$ cat config.mk
export PLATFORM = sky130hd
export DESIGN_NAME = cam_bayer_capture
export DESIGN_NICKNAME = d
export VERILOG_FILES = /design/src/rtl/cam_cap_pkg.sv /design/src/rtl/cam_sync_tracker.sv /design/src/rtl/cam_line_tracker.sv /design/src/rtl/cam_out_stage.sv /design/src/rtl/cam_bayer_capture.sv
export SDC_FILE = /design/constraint.sdc
export NUM_CORES = 1
export LEC_CHECK = 0
export ABC_AREA = 1
export BUFFER_PORTS_ARGS = -buffer_cell sky130_fd_sc_hd__buf_2
export CORE_MARGIN = 2
export CORE_UTILIZATION = 45
export CTS_BUF_LIST = sky130_fd_sc_hd__clkbuf_16
export CTS_CLUSTER_DIAMETER = 40
export DETAILED_ROUTE_END_ITERATION = 7
export PLACE_DENSITY = 0.71
export RECOVER_POWER = 100
export SYNTH_ARGS = -nofsm -noshare
export SYNTH_HDL_FRONTEND = slang
export SYNTH_SLANG_ARGS = --single-unit
$ cat constraint.sdc
create_clock -name clk -period 2 [get_ports clk]
set_input_delay 0.5 -clock clk [delete_from_list [all_inputs] [get_ports clk]]
set_output_delay 0.5 -clock clk [all_outputs]
set_load 0.02 [all_outputs]
$ cat src/rtl/cam_cap_pkg.sv
package cam_cap_pkg;

  typedef enum logic {
    PAIR_RG = 1'b0,
    PAIR_GB = 1'b1
  } pair_kind_e;

  // colour pair of a row from its parity and the phase option
  function automatic pair_kind_e kind_of_row(input logic row_lsb, input logic invert);
    return pair_kind_e'(row_lsb ^ invert);
  endfunction

  // field decision from the measured frame-sync length
  function automatic logic pulse_is_odd(input logic [31:0] len, input logic [31:0] thr);
    return len >= thr;
  endfunction

  // a line is complete when the configured pair count was taken
  function automatic logic line_full(input logic [31:0] got, input logic [31:0] need);
    return got >= need;
  endfunction

endpackage

$ cat src/rtl/cam_sync_tracker.sv
module cam_sync_tracker #(
  parameter int LEN_W   = 8,
  parameter int ODD_MIN = 6
) (
  input  logic clk,
  input  logic rst_n,
  input  logic vsync_i,
  output logic frame_start_o,
  output logic vs_fall_o,
  output logic field_odd_o
);
  import cam_cap_pkg::*;

  logic             vs_q;
  logic [LEN_W-1:0] len_q;

  assign frame_start_o = vsync_i & ~vs_q;
  assign vs_fall_o     = ~vsync_i & vs_q;

  always_ff @(posedge clk) begin
    if (!rst_n) begin
      vs_q        <= 1'b0;
      len_q       <= '0;
      field_odd_o <= 1'b0;
    end else begin
      vs_q <= vsync_i;
      if (frame_start_o)
        len_q <= LEN_W'(1);
      else if (vsync_i && len_q != '1)
        len_q <= len_q + 1'b1;
      if (vs_fall_o)
        field_odd_o <= pulse_is_odd(32'(len_q), 32'(ODD_MIN));
    end
  end

endmodule

$ cat src/rtl/cam_line_tracker.sv
module cam_line_tracker #(
  parameter int PAIRS = 16,
  parameter int ROWS  = 12,
  parameter int COL_W = 5,
  parameter int ROW_W = 5
) (
  input  logic             clk,
  input  logic             rst_n,
  input  logic             frame_start_i,
  input  logic             href_i,
  input  logic             tick_i,
  output logic             take_o,
  output logic [COL_W-1:0] col_o,
  output logic [ROW_W-1:0] row_o,
  output logic             eol_o,
  output logic             eof_o,
  output logic             short_o,
  output logic             overrun_o
);
  import cam_cap_pkg::*;

  localparam logic [COL_W-1:0] LAST_COL = COL_W'(PAIRS - 1);
  localparam logic [ROW_W-1:0] LAST_ROW = ROW_W'(ROWS - 1);
  localparam logic [ROW_W-1:0] ROW_LIM  = ROW_W'(ROWS);

  logic             href_q;
  logic [COL_W-1:0] col_q;
  logic [ROW_W-1:0] row_q;
  logic             line_rise, line_fall, row_ok, room;

  assign line_rise = href_i & ~href_q;
  assign line_fall = ~href_i & href_q;

  assign row_o  = frame_start_i ? '0 : row_q;
  assign col_o  = (line_rise | frame_start_i) ? '0 : col_q;
  assign row_ok = row_o < ROW_LIM;
  assign room   = ~line_full(32'(col_o), 32'(PAIRS));
  assign take_o = href_i & tick_i & room & row_ok;

  always_ff @(posedge clk) begin
    if (!rst_n) begin
      href_q    <= 1'b0;
      col_q     <= '0;
      row_q     <= '0;
      eol_o     <= 1'b0;
      eof_o     <= 1'b0;
      short_o   <= 1'b0;
      overrun_o <= 1'b0;
    end else begin
      href_q  <= href_i;
      col_q   <= col_o + COL_W'(take_o);
      eol_o   <= take_o && (col_o == LAST_COL);
      eof_o   <= take_o && (col_o == LAST_COL) && (row_o == LAST_ROW);
      short_o <= line_fall && !line_full(32'(col_q), 32'(PAIRS)) && (row_q < ROW_LIM);
      if (line_fall && !frame_start_i)
        row_q <= (row_q == '1) ? row_q : row_q + 1'b1;
      else
        row_q <= row_o;
      if (frame_start_i)
        overrun_o <= 1'b0;
      else if (line_rise && !row_ok)
        overrun_o <= 1'b1;
    end
  end

endmodule

$ cat src/rtl/cam_out_stage.sv
module cam_out_stage #(
  parameter int DW    = 8,
  parameter int COL_W = 5,
  parameter int ROW_W = 5
) (
  input  logic             clk,
  input  logic             rst_n,
  input  logic             take_i,
  input  logic [DW-1:0]    s0_i,
  input  logic [DW-1:0]    s1_i,
  input  logic             kind_i,
  input  logic [COL_W-1:0] col_i,
  input  logic [ROW_W-1:0] row_i,
  input  logic             ready_i,
  output logic             valid_o,
  output logic [DW-1:0]    s0_o,
  output logic [DW-1:0]    s1_o,
  output logic             kind_o,
  output logic [COL_W-1:0] col_o,
  output logic [ROW_W-1:0] row_o,
  output logic             drop_o,
  output logic             overflow_o
);
  logic slot_free;

  assign slot_free = ~valid_o | ready_i;
  assign drop_o    = take_i & ~slot_free;

  always_ff @(posedge clk) begin
    if (!rst_n) begin
      valid_o    <= 1'b0;
      s0_o       <= '0;
      s1_o       <= '0;
      kind_o     <= 1'b0;
      col_o      <= '0;
      row_o      <= '0;
      overflow_o <= 1'b0;
    end else begin
      if (take_i && slot_free) begin
        valid_o <= 1'b1;
        s0_o    <= s0_i;
        s1_o    <= s1_i;
        kind_o  <= kind_i;
        col_o   <= col_i;
        row_o   <= row_i;
      end else if (ready_i) begin
        valid_o <= 1'b0;
      end
      if (drop_o)
        overflow_o <= 1'b1;
    end
  end

endmodule

$ cat src/rtl/cam_bayer_capture.sv
module cam_bayer_capture #(
  parameter int DW             = 8,
  parameter int PAIRS_PER_LINE = 16,
  parameter int ROWS           = 12,
  parameter int ODD_MIN_LEN    = 6,
  parameter int LEN_W          = 8,
  parameter bit PHASE_INV      = 1'b0,
  localparam int COL_W = $clog2(PAIRS_PER_LINE + 1),
  localparam int ROW_W = $clog2(ROWS + 1) + 1
) (
  input  logic             clk,
  input  logic             rst_n,
  input  logic             vsync_i,
  input  logic             href_i,
  input  logic             pix_tick_i,
  input  logic [DW-1:0]    bus_y_i,
  input  logic [DW-1:0]    bus_uv_i,
  input  logic             out_ready_i,
  output logic             out_valid_o,
  output logic [DW-1:0]    out_s0_o,
  output logic [DW-1:0]    out_s1_o,
  output logic             out_kind_o,
  output logic [ROW_W-1:0] out_row_o,
  output logic [COL_W-1:0] out_col_o,
  output logic             field_odd_o,
  output logic             eol_o,
  output logic             eof_o,
  output logic             short_line_o,
  output logic             row_overrun_o,
  output logic             overflow_o
);
  import cam_cap_pkg::*;

  logic             frame_start_w, vs_fall_w, take_w, drop_w;
  logic [COL_W-1:0] col_w;
  logic [ROW_W-1:0] row_w;
  pair_kind_e       kind_w;

  cam_sync_tracker #(.LEN_W(LEN_W), .ODD_MIN(ODD_MIN_LEN)) u_sync (
    .clk(clk), .rst_n(rst_n), .vsync_i(vsync_i),
    .frame_start_o(frame_start_w), .vs_fall_o(vs_fall_w), .field_odd_o(field_odd_o)
  );

  cam_line_tracker #(.PAIRS(PAIRS_PER_LINE), .ROWS(ROWS), .COL_W(COL_W), .ROW_W(ROW_W)) u_line (
    .clk(clk), .rst_n(rst_n), .frame_start_i(frame_start_w), .href_i(href_i),
    .tick_i(pix_tick_i), .take_o(take_w), .col_o(col_w), .row_o(row_w),
    .eol_o(eol_o), .eof_o(eof_o), .short_o(short_line_o), .overrun_o(row_overrun_o)
  );

  assign kind_w = kind_of_row(row_w[0], PHASE_INV);

  cam_out_stage #(.DW(DW), .COL_W(COL_W), .ROW_W(ROW_W)) u_out (
    .clk(clk), .rst_n(rst_n), .take_i(take_w), .s0_i(bus_y_i), .s1_i(bus_uv_i),
    .kind_i(kind_w), .col_i(col_w), .row_i(row_w), .ready_i(out_ready_i),
    .valid_o(out_valid_o), .s0_o(out_s0_o), .s1_o(out_s1_o), .kind_o(out_kind_o),
    .col_o(out_col_o), .row_o(out_row_o), .drop_o(drop_w), .overflow_o(overflow_o)
  );

endmodule

======== After elaboration in Yosys (flattened, before gate mapping) ========
Cells that the tools add are included.
word-level totals
  bits in registers ....................... 54
  bits in latches ......................... 0
  memory bits (writable) .................. 0
  memory bits (read-only) ................. 0
  input bits .............................. 22
  output and inout port bits .............. 34
  logic and storage cells ................. 71
  memories ................................ 0
cells by class
  add/sub/neg operators ................... 3
  multipliers ............................. 0
  divide/modulo/power cells ............... 0
  order comparisons ....................... 5
  eq/ne operators ......................... 5
  shifts and indexed selects .............. 0
  mux-type cells .......................... 8
  bitwise logic cells ..................... 18
  reductions and logical operators ........ 14
operator list
  operator                                                                             count
  5-bit two-way mux                                                                    4
  5-bit by 4-bit equality test with 1-bit output, second input constant                2
  5-bit greater-or-equal comparator, second input constant                             2
  5-bit by 4-bit < comparator with 1-bit output, second input constant                 2
  8-bit by 1-bit adder with 8-bit output, second input constant                        1
  1-bit AND                                                                            8
  8-bit by 3-bit greater-or-equal comparator with 1-bit output, second input constant  1
  1-bit logical AND                                                                    8
  8-bit inequality test, second input constant                                         1
  1-bit inverter                                                                       8
  5-bit by 1-bit adder with 5-bit output                                               1
  5-bit by 1-bit adder with 5-bit output, second input constant                        1
  5-bit equality test, second input constant                                           1
  1-bit two-way mux                                                                    4
  2-bit nonzero test                                                                   2
  1-bit logical NOT                                                                    3
  2-bit inequality test, second input constant                                         1
  1-bit bitwise OR                                                                     2
  2-bit OR reduction                                                                   1

======== Longest topological paths before layout ========
  word-level depth ........................ 10
  mapped depth ............................ 13

======== Cells and area by module ========
Synthesis repeated with hierarchy kept, for this count alone.
unflattened totals
  cell total of the unflattened synthesis .. 387
  area, all modules ....................... 2,690.1 µm²
modules (own cells, without submodules)
  module            instances  cells each  area each (µm²)  seq. area each (µm²)
  cam_out_stage     1          187         1,318.8          580.6
  cam_line_tracker  1          114         807.0            300.3
  cam_sync_tracker  1          86          564.3            200.2

======== Worst setup path after synthesis ========
No wires, ideal clock.
  kind .................................... input to register
  from .................................... in vsync_i
  to ...................................... reg u_line.col_q[4]
  arrival ................................. 1.605 ns
  data required time ...................... 1.887 ns
  setup slack ............................. 0.282 ns
  stages .................................. 11
  path buffers ............................ 1
  cells stage by stage .................... nand2_1 -> buf_6 -> nand3_4 -> nand3_1 -> inv_1 -> ha_1 -> ha_1 -> nand2_1 -> nor2_1 -> nor2_1 -> nor2_1
on the way
  word-level cells in the longest chain between the ends .. 8
  elaborated cells on any way between the ends .. 10
RTL lines
  item                                      line                     text
  from (decl)                               cam_bayer_capture.sv:13  input logic vsync_i,
  1-bit AND *                               cam_sync_tracker.sv:17   assign frame_start_o = vsync_i & ~vs_q;
  1-bit bitwise OR                          cam_line_tracker.sv:35   assign col_o = (line_rise | frame_start_i) ? '0 : col_q;
  5-bit two-way mux                         cam_line_tracker.sv:35
  5-bit greater-or-equal comparator         cam_cap_pkg.sv:20        return got >= need;
  1-bit inverter                            cam_line_tracker.sv:37   assign room = ~line_full(32'(col_o), 32'(PAIRS));
  1-bit AND (2 in a row)                    cam_line_tracker.sv:38   assign take_o = href_i & tick_i & room & row_ok;
  5-bit by 1-bit adder with 5-bit output *  cam_line_tracker.sv:51   col_q <= col_o + COL_W'(take_o);
  to (signal assigned)                      cam_line_tracker.sv:51
  to (decl)                                 cam_line_tracker.sv:27   logic [COL_W-1:0] col_q;
Every way passes the cells marked *; elsewhere a longest branch is shown, timed or not.
A chain may end at the register's enable or synchronous reset.

======== Worst setup path after layout ========
  from .................................... reg u_sync.vs_q
  to ...................................... reg u_sync.len_q[4]
on the way
  word-level cells in the longest chain between the ends .. 3
RTL lines
  item                          line                    text
  from (decl)                   cam_sync_tracker.sv:14  logic vs_q;
  from (signal assigned)        cam_sync_tracker.sv:26  vs_q <= vsync_i;
  1-bit inverter                cam_sync_tracker.sv:17
  1-bit AND                     cam_sync_tracker.sv:17
  2-bit OR reduction (no line)  --
  to (signal assigned)          cam_sync_tracker.sv:30  len_q <= len_q + 1'b1;
  to (decl)                     cam_sync_tracker.sv:15  logic [LEN_W-1:0] len_q;
No other way between the ends.

==> impl_metrics.py <==
metrics = {
    "run_status": {
        "status": "completed",
    },
    "setup_path": {
        "cp_slowest_stage_delay_ns": 0.43,
        "critical-path-top-delay-family": "simple AND/OR/NAND/NOR gates",
        "reg2reg_from": "u_sync.vs_q",
        "path_depth": 7,
        "reg2reg_to": "u_sync.len_q[4]",
        "cp_data_required_time_ns": 2.22,
        "critical_path.n_buffers_inverters": 4,
        "crit_end": "u_sync.len_q[4]",
        "worstPathMaxFanout": 8,
        "timing.critical_path.from": "u_sync.vs_q",
        "reg2reg_depth": 7,
        "cp-end-kind": "flip-flop",
        "r2r_setup_slack_ns": 0.34,
        "path_cells": "inv_1 > nand2_1 > buf_4 > inv_1 > nor2_1 > inv_1 > a21oi_1",
        "critPathKind": "reg2reg",
        "start_kind": "flip-flop",
        "critPathMostFrequentCell": "inv_1",
        "slowest_stage": "nor2_1",
        "worstPathArrival_ns": 1.88,
    },
    "drt": {
        "drc": 0,
        "vias_per_cell": 4.48,
        "wl_per_cell_um": 10.0,
        "drt_wl_total_mm": 4.87,
        "firstDrtPassIters": 4,
        "highest_layer": "met4",
        "drtAntennaViolNets": 0,
        "num_vias": 2173,
        "wl_met2_mm": 2.22,
        "drtIter0Drc": 88,
        "drt-met1-wl_mm": 2.35,
        "routed-wl-met3_um": 237,
    },
    "sta": {
        "setup_viol": 0,
        "fmax_mhz": 602,
        "max_slew.worst_pin.slew_ns": 0.716,
        "fin_skew_ns": 0.00774,
        "period_share_pct": 83.0,
        "hold_viol_final": 0,
        "finalWorstPathRequiredPeriod_ns": 1.66,
        "final.setup.tns_ns": 0,
        "drv_slew": 0,
        "rsz0062_at_grt": "no",
        "slew_headroom_pct": 52.3,
    },
    "pwr": {
        "power_switching_mw": 0.587,
        "ir_worst_vdd_uv": 418,
        "p_leak_nw": 1.37,
        "power_frac_comb_pct": 10.9,
        "power.internal_mw": 1.78,
        "p_per_area_nw_per_um2": 821,
        "p_clk_share_pct": 41.6,
        "power.share.switching_pct": 24.8,
        "seqPwrFrac_pct": 47.4,
    },
    "cts": {
        "clock_tree.root_cell": "clkbuf_16",
        "clkTransAtPathRegs_ns": 0.07,
        "clk_latency_ns": 0.29,
        "cts_setup_buffers": 0,
        "cts_resized": 0,
        "clockBufferDepth": 2,
        "cts-buffers-inserted": 5,
        "cts_hold_buf": 0,
        "cts_tree": "yes",
        "cts_sinks": 53,
        "cts_htree_levels": 2,
    },
    "synthesis": {
        "synth_area_leader_cell": "dfxtp_1",
        "synth_nets": 382,
        "synth-seq-area-share_pct": 43.6,
        "yosysTopAreaCellShare_pct": 43.6,
        "synth_area_leaders": "dfxtp_1 44%, nand2_1 14%, nor2_1 11%",
        "syn_area_sq_um": 2430,
        "avgSynthCellArea_sq_um": 6.87,
        "ys_seq_elements": 53,
        "synth_cell_types": 27,
        "yosysWarnings": 0,
        "syn_inst": 354,
    },
    "floorplan": {
        "die_h_um": 77.5,
        "start_util_pct": 47.0,
        "core_sq_um": 5170,
        "dieArea_sq_um": 6010,
        "fp.dieW_um": 77.5,
        "ios": 56,
        "rows": 26,
    },
    "final_layout": {
        "nNetsFinal": 442,
        "design_area_sq_um": 2880,
        "area_growth_pct": 18.2,
        "drive_above_1_share_pct": 9.16,
        "fill_cells": 529,
        "antenna_cells": 0,
    },
    "run": {
        "drv_cap": 0,
    },
    "min_path": {
        "hold_path_class": "in2reg",
    },
    "grt": {
        "grt_max_degree": 51,
        "grt-ovfl-total": 0,
        "antenna_found_initial": 0,
        "grt_first_pass_wirelength_mm": 8.62,
        "gr-usage-all-layers_pct": 17.5,
        "grt_pass1_vias": 2020,
    },
    "placed_design": {
        "gp_congestion": 0.829,
        "placedInstanceArea_sq_um": 2790,
        "portBuffers": 55,
        "dpl.hpwl_mm": 3.43,
    },
}
cells in the mapped netlist, drive strengths merged:
library cell / n
nand2: 94
nor2: 73
inv: 60
dfxtp: 53
nand3: 14
a21oi: 13
buf: 11
o21ai: 8
ha: 6
nor3: 6
a31oi: 4
nand4: 4
o21a: 2
a21boi: 1
a41oi: 1
nor3b: 1
o21bai: 1
or2: 1
xor2: 1
registers in the layout, indices dropped and copies added, names as in the netlist, 5 cells and up:
signal and flops:
u_out.s0_o 8, u_out.s1_o 8, u_sync.len_q 8, u_line.col_q 5, u_line.row_q 5, u_out.col_o 5, u_out.row_o 5
routing by layer:
metal  global-route usage [%]  up-vias
met5                        0        -
met4                     6.25        0
met3                     4.53        8
met2                     28.8       52
met1                     22.1      922
li1                         -     1191
layout make-up:
cell class / count / area (sq um) / area share (%)
sequential: 53 / 1060 / 36.9
multi-input combinational: 230 / 1040 / 36.1
timing repair buffer: 64 / 294 / 10.2
inverter: 60 / 225 / 7.83
clock buffer: 5 / 125 / 4.35
tap: 70 / 87.6 / 3.04
clock inverter: 3 / 46.3 / 1.61
power by group through the flow:
stage,combinational [mW],sequential [mW],clock [mW]
after floorplan,0.147,1.19,0
after global placement,0.272,1.14,0
after detailed placement,0.276,1.14,0
after CTS,0.279,1.12,1.01
after global routing,0.296,1.13,1.05
final,0.259,1.12,0.983
worst min path at each step:
| stage | start | cells past startpoint | slack (ns) | endpoint |
|---|---|---|---|---|
| floorplan | u_line.col_q[3] | 1 | 0.43 | u_line.col_q[3] |
| global route | bus_y_i[2] | 3 | 0.43 | u_out.s0_o[2] |
| detailed placement | u_out.row_o[4] | 2 | 0.43 | u_out.row_o[4] |
| CTS | bus_uv_i[1] | 3 | 0.42 | u_out.s1_o[1] |
| global placement | u_out.row_o[4] | 2 | 0.43 | u_out.row_o[4] |
| finish | bus_uv_i[1] | 3 | 0.43 | u_out.s1_o[1] |
metrics by stage:
step	setup slack (ns)	total power [mW]	utilization [%]	hold slack (ns)	cells
after CTS	0.367	2.41	57.3	0.425	485
after global placement	0.189	1.41	54.0	0.427	477
after global routing	0.109	2.47	55.6	0.431	485
after detailed placement	0.103	1.42	54.0	0.433	477
final	0.340	2.36	55.6	0.425	485
after floorplan	0.282	1.33	-	0.427	354
cell usage in the layout, fill, tap and decap left out, types with 2 or more instances in the layout:
cell,netlist,layout
buf_2,5,20
a31oi_1,4,4
a21oi_1,13,13
clkbuf_1,0,39
buf_4,2,3
o21a_1,2,2
nor3_1,5,6
o21ai_0,8,8
nand3_1,13,13
clkbuf_16,0,5
ha_1,6,6
nor2_1,71,72
dfxtp_1,53,53
nand4_1,3,4
inv_1,59,59
nand2_1,93,94
kinds of logic after synthesis:
logic type                 after synthesis  synth area share, %
xor gates and xnor gates                 1                0.360
adders and majority gates                6                 3.08
buffers and inverters                   71                 12.7
AOI/OAI and AO/OA                       30                 7.09
DFF                                     53                 43.6
and+or+nand+nor                        193                 33.1
worst register-to-register path: stages (launching register included):
cell and delay, ns:
dfxtp_1 0.31, inv_1 0.04, nand2_1 0.18, buf_4 0.20, inv_1 0.08, nor2_1 0.43
inv_1 0.21, a21oi_1 0.16
(Power assumes the default switching activity.)
